$ cat config.mk
export PLATFORM = sky130hd
export DESIGN_NAME = vga_colour_out
export DESIGN_NICKNAME = d
export VERILOG_FILES = /design/src/rtl/vga_colour_out.sv
export SDC_FILE = /design/constraint.sdc
export NUM_CORES = 1
export LEC_CHECK = 0
export BUFFER_PORTS_ARGS = -buffer_cell sky130_fd_sc_hd__clkbuf_2
export CAP_MARGIN = 20
export CORE_MARGIN = 8
export CORE_UTILIZATION = 40
export DETAILED_ROUTE_END_ITERATION = 8
export GPL_TIMING_DRIVEN = 0
export PLACE_DENSITY = 0.64
export SETUP_SLACK_MARGIN = 0.15
export SLEW_MARGIN = 20
export SYNTH_ARGS = -nofsm -noshare
export SYNTH_HDL_FRONTEND = slang
export SYNTH_SLANG_ARGS = --single-unit
$ cat constraint.sdc
create_clock -name clk -period 1.68 [get_ports clk]
set_input_delay 0.168 -clock clk [delete_from_list [all_inputs] [get_ports clk]]
set_output_delay 0.168 -clock clk [all_outputs]
set_load 0.02 [all_outputs]
$ cat src/rtl/vga_colour_out.sv
module vga_colour_out #(
  parameter int H_VIS  = 640,
  parameter int H_FP   = 16,
  parameter int H_SYNC = 96,
  parameter int H_BP   = 48,
  parameter int V_VIS  = 480,
  parameter int V_FP   = 10,
  parameter int V_SYNC = 2,
  parameter int V_BP   = 33
) (
  input  logic       clk,
  input  logic       rst_n,
  input  logic [7:0] colour_reg_i,
  output logic [7:0] header_o
);
  localparam int H_TOT = H_VIS + H_FP + H_SYNC + H_BP;
  localparam int V_TOT = V_VIS + V_FP + V_SYNC + V_BP;
  localparam int HW = $clog2(H_TOT);
  localparam int VW = $clog2(V_TOT);

  logic [HW-1:0] h_cnt;
  logic [VW-1:0] v_cnt;
  logic [5:0]    colour_q;

  wire h_last  = (h_cnt == HW'(H_TOT - 1));
  wire v_last  = (v_cnt == VW'(V_TOT - 1));
  wire visible = (h_cnt < HW'(H_VIS)) && (v_cnt < VW'(V_VIS));
  wire hsync_n = !((h_cnt >= HW'(H_VIS + H_FP)) && (h_cnt < HW'(H_VIS + H_FP + H_SYNC)));
  wire vsync_n = !((v_cnt >= VW'(V_VIS + V_FP)) && (v_cnt < VW'(V_VIS + V_FP + V_SYNC)));
  wire [5:0] rgb = visible ? colour_q : 6'd0;

  always_ff @(posedge clk) begin
    if (!rst_n) begin
      h_cnt    <= '0;
      v_cnt    <= '0;
      colour_q <= '0;
    end else begin
      colour_q <= colour_reg_i[5:0];
      h_cnt    <= h_last ? '0 : h_cnt + 1'b1;
      if (h_last) v_cnt <= v_last ? '0 : v_cnt + 1'b1;
    end
  end

  assign header_o = {hsync_n, rgb[0], rgb[2], rgb[4], vsync_n, rgb[1], rgb[3], rgb[5]};

  a_r2_line_wrap: assert property (@(posedge clk) disable iff (!rst_n)
    (h_cnt == HW'(H_TOT - 1)) |=> (h_cnt == '0));

  a_r2_hsync_start: assert property (@(posedge clk) disable iff (!rst_n)
    $fell(header_o[7]) |-> (h_cnt == HW'(H_VIS + H_FP)));

  a_r3_frame_wrap: assert property (@(posedge clk) disable iff (!rst_n)
    ((h_cnt == HW'(H_TOT - 1)) && (v_cnt == VW'(V_TOT - 1))) |=> (v_cnt == '0));

  a_r3_line_hold: assert property (@(posedge clk) disable iff (!rst_n)
    (h_cnt != HW'(H_TOT - 1)) |=> $stable(v_cnt));

  a_r4_blank_lines: assert property (@(posedge clk) disable iff (!rst_n)
    (v_cnt >= VW'(V_VIS)) |-> ((header_o[6:4] == 3'd0) && (header_o[2:0] == 3'd0)));

  a_r7_reset_hold: assert property (@(posedge clk)
    !rst_n |=> ((h_cnt == '0) && (v_cnt == '0) && (header_o == 8'h88)));
endmodule

# Yosys cells after proc, flatten, opt, wreduce, memory -nomap -nowiden
# Index checks and enable logic that the tools add are counted.
# op_classes
bitwise,1
magnitude_cmp,6
mux,2
n_reduce_logical,6
add_sub_neg,2
eq_ne,2
# op_table
operator,count
$add A10 B1 Y10 const B,2
$eq A10 B10 Y1 const B,2
$lt A10 B10 Y1 const B,2
$lt A10 B9 Y1 const B,2
$ge A10 B10 Y1 const B,1
$ge A10 B9 Y1 const B,1
$mux W10,1
$mux W6,1
$logic_and A1 B1 Y1,3
$logic_not A1 Y1,2
$reduce_or A2 Y1,1
$not A1 Y1,1
# totals
input_bits,10
output_inout_bits,8
reg_bits,26

# Logic depth before layout (Yosys ltp)
# depth
word_depth,3
mapped_depth,6

# Least setup slack after synthesis
# Ideal clock, no wire load.
# synth_timing
path_kind,flip-flop to flip-flop
from,reg h_cnt[0]
to,reg v_cnt[0]
path_stages_with_launch,7
setup_ps,127
setup_slack_ps,195
t_arrival_ps,1358
period_less_slack_ps,1485
cell_sequence,dfxtp_1 ha_1 and3_1 buf_4 nand3_2 o21ai_2 nor2_1
# synth_via
elab_chain_cells,1
# synth_rtl
item,line_no,text
from (decl),21,logic [HW-1:0] h_cnt;
from (signal assigned),39,h_cnt <= h_last ? '0 : h_cnt + 1'b1;
$eq A10 B10 Y1,25,wire h_last = (h_cnt == HW'(H_TOT - 1));
to (signal assigned),40,if (h_last) v_cnt <= v_last ? '0 : v_cnt + 1'b1;
to (decl),22,logic [VW-1:0] v_cnt;
# Every way passes these cells.
# A chain may end at the register's enable or synchronous reset.

# Worst setup path in the final report
# layout_timing
from,reg v_cnt[2]
to,out header_o[3]
# layout_via
elab_chain_cells,3
word_cells_on_any_way,4
cone_classes,order compare: 2; reduce/logical: 2
# layout_rtl
item,line_no,text
$ge A10 B9 Y1 / $lt A10 B9 Y1 (equally long branches),29,wire vsync_n = !((v_cnt >= VW'(V_VIS + V_FP)) && (v_cnt < VW'(V_VIS + V_FP + V_SYNC)));
$logic_and A1 B1 Y1 (*),29,
$logic_not A1 Y1 (*),29,
to (decl),14,output logic [7:0] header_o
# Every way passes the cells marked *; elsewhere a longest branch is shown, timed or not.

==> impl_metrics.json <==
{
  "drcViolationCount": 0,
  "rsz0062_at_grt": "yes",
  "cts.sinks": 26,
  "synth_cells": 134,
  "finalNetCount": 182,
  "hp-class": "in -> reg",
  "layoutNonFillerInstCount": 200,
  "area_delta_synth_final_pct": 43.5,
  "critPathArrivalTime_ns": 1.56,
  "synth.area.top_cells": "dfxtp_1 43%, and2_1 7.7%, xnor2_1 5.7%",
  "synth_top_area_share_pct": 42.7,
  "synth_edf_count": 0,
  "skew_ns": 0.00979,
  "die_w_um": 71.2,
  "io_pins": 18,
  "grt_max_degree": 16,
  "max_cap_viol_count": 0,
  "wl_per_cell_um": 14.3,
  "synth_xor_area_share_pct": 9.33,
  "ys_seq_area_share_pct": 42.7,
  "clk_pin_slew_ns": 0.14,
  "grt_overflow": 0,
  "drtIter0Drc": 42,
  "rrSetupSlack_ns": 0.15,
  "tritoncts": "yes",
  "cts_buffer_depth": 2,
  "syn_area_per_cell_um2": 9.10,
  "p_total_mw": 1.15,
  "dr.max_layer_used": "met4",
  "synth-compound-area-share_pct": 4.62,
  "setup_viol_count_final": 1,
  "grt_pass1_wl_mm": 4.56,
  "worstSetupEndpointType": "output port",
  "gp_congestion": 0.806,
  "wl_met2_mm": 1.61,
  "fin_crit_sh_pct": 103,
  "cp.required_ns": 1.51,
  "port_buffers": 15,
  "fmax_mhz": 577,
  "violations": "negative setup slack",
  "vias_per_cell": 5.21,
  "wl_met3_um": 76,
  "insertion_delay_ns": 0.32,
  "period_minus_slack_ns": 1.73,
  "fp.dieH_um": 71.2,
  "synthSimpleGateAreaFrac_pct": 33.5,
  "synthDistinctLibCells": 31,
  "worstMarginPinSlew_ns": 0.377,
  "final_antenna_net_count": 0,
  "max-vdd-ir-drop_uv": 722,
  "antenna_found_initial": 0,
  "synthesis.area_mm2": 0.00122,
  "yosys_warnings": 0,
  "synth_ff_type": "dfxtp_1",
  "numCtsBuffers": 3,
  "grtUsageTotal_pct": 10.9,
  "setup_slack_ns": -0.0519,
  "yosys-top-cells-count": "26 x dfxtp_1, 16 x nor2_1, 15 x and2_1, 8 x nand4_1, 8 x xnor2_1",
  "synthAdderAreaFrac_pct": 4.10,
  "coreArea_mm2": 0.00298,
  "wirelength_mm": 2.86,
  "first_pass_iters": 4,
  "cp_max_fo": 4,
  "drive_gt1_share_pct": 45.5,
  "cts_root_buffer": "clkbuf_4",
  "synthesis.nets": 148,
  "synth.most_common_cell": "dfxtp_1",
  "n_antenna_cell": 0,
  "leakagePower_nw": 0.695,
  "synthMuxAreaShare_pct": 0.821,
  "yosysTopAreaCell": "dfxtp_1",
  "ctsHoldBuffers": 0,
  "critPathKind": "reg -> out",
  "cp-start-kind": "flop",
  "maxSlewHeadroom_pct": 74.9,
  "cellPowerDensity_mw_per_mm2": 658,
  "vias": 1041,
  "h-tree-depth": 1,
  "synth-async-reset-ratio_pct": 0,
  "synth_top_family_by_area": "simple AND/OR/NAND/NOR gates",
  "hold_viol_final": 0,
  "start_util_pct": 41.0,
  "wl_met1_mm": 1.15,
  "status": "complete, but fails checks",
  "die_area_mm2": 0.00507,
  "placementRows": 20,
  "detailed_place_hpwl_mm": 1.74,
  "grt_pass1_vias": 1037,
  "placed_cells": 182,
  "drv_slew": 0,
  "ys_seq_elements": 26
}
## registers in the layout, summed over array words and instances (netlist names)
| signal | cells |
|---|---|
| h_cnt | 10 |
| colour_q | 6 |
| v_cnt | 10 |
## cell usage in the layout, fill, tap and decap left out, drive strengths merged, types with 3 or more instances in the layout
master   n
dfxtp   26
buf     24
nor2    16
and2    15
clkbuf  12
nand4   10
xnor2    8
o21ai    7
inv      6
nand3    6
xor2     5
nand2    4
and3     4
or3      4
ha       4
a21oi    3
## what timing repair did
action	4_1_cts	5_1_grt
resized for setup	37	38
pin swaps	10	11
setup endpoints to repair	24	18
setup buffers	9	4
cloned	1	0
## worst paths after layout
check                   startpoint                      to  cells after the start
min reg2reg  v_cnt[9]$_SDFFE_PN0N_   v_cnt[9]$_SDFFE_PN0N_                      2
max          v_cnt[2]$_SDFFE_PN0N_             header_o[3]                      4
min                colour_reg_i[1]  colour_q[1]$_SDFF_PN0_                      2
max reg2reg  v_cnt[1]$_SDFFE_PN0N_   v_cnt[6]$_SDFFE_PN0N_                      6
## critical path: stages, from the launching register on
cell and delay (ns):
dfxtp_4 0.38, nand3b_1 0.14, or4_1 0.46, buf_4 0.15, buf_6 0.12
## routing by layer
metal / global-route usage (%) / up-vias
met4: 2.54 / 0
met2: 20.5 / 15
li1: - / 526
met5: 0 / -
met3: 3.35 / 2
met1: 11.5 / 498
## where the power goes
group          internal [mW]  total [mW]  switching, mW
clock network          0.241       0.423          0.181
logic                 0.0533      0.0959         0.0426
registers              0.623       0.633        0.00951
total                  0.918        1.15          0.234
## area by class of cell
cell class                      count  area (µm²)
Buffer                              5        41.3
Clock buffer                        3        22.5
Clock inverter                      1        30.0
Fill cell                         242        1230
Inverter                            6        25.0
Multi-Input combinational cell     98         791
Sequential cell                    26         549
Tap cell                           33        41.3
Timing Repair Buffer               28         250
## stage by stage
step / utilization [%] / hold WS [ns] / TNS [ns] / area (µm²) / setup WS (ns)
floorplan: - / 0.295 / 0 / 1220 / 0.195
global placement: 44.9 / 0.375 / -0.104 / 1340 / -0.0183
detailed placement: 44.9 / 0.382 / -0.355 / 1340 / -0.0547
CTS: 53.5 / 0.0377 / -0.0586 / 1590 / -0.0586
global route: 58.8 / 0.0256 / -0.587 / 1750 / -0.123
finish: 58.8 / 0.0465 / -0.0519 / 1750 / -0.0519
## cell families after synthesis
family          count (synthesis)
xor+xnor                       13
flops                          26
buf+inv                        11
compound gates                 10
mux                             1
fa+ha+maj                       4
simple gates                   69
Note: power is estimated with default switching activity, not from simulation.
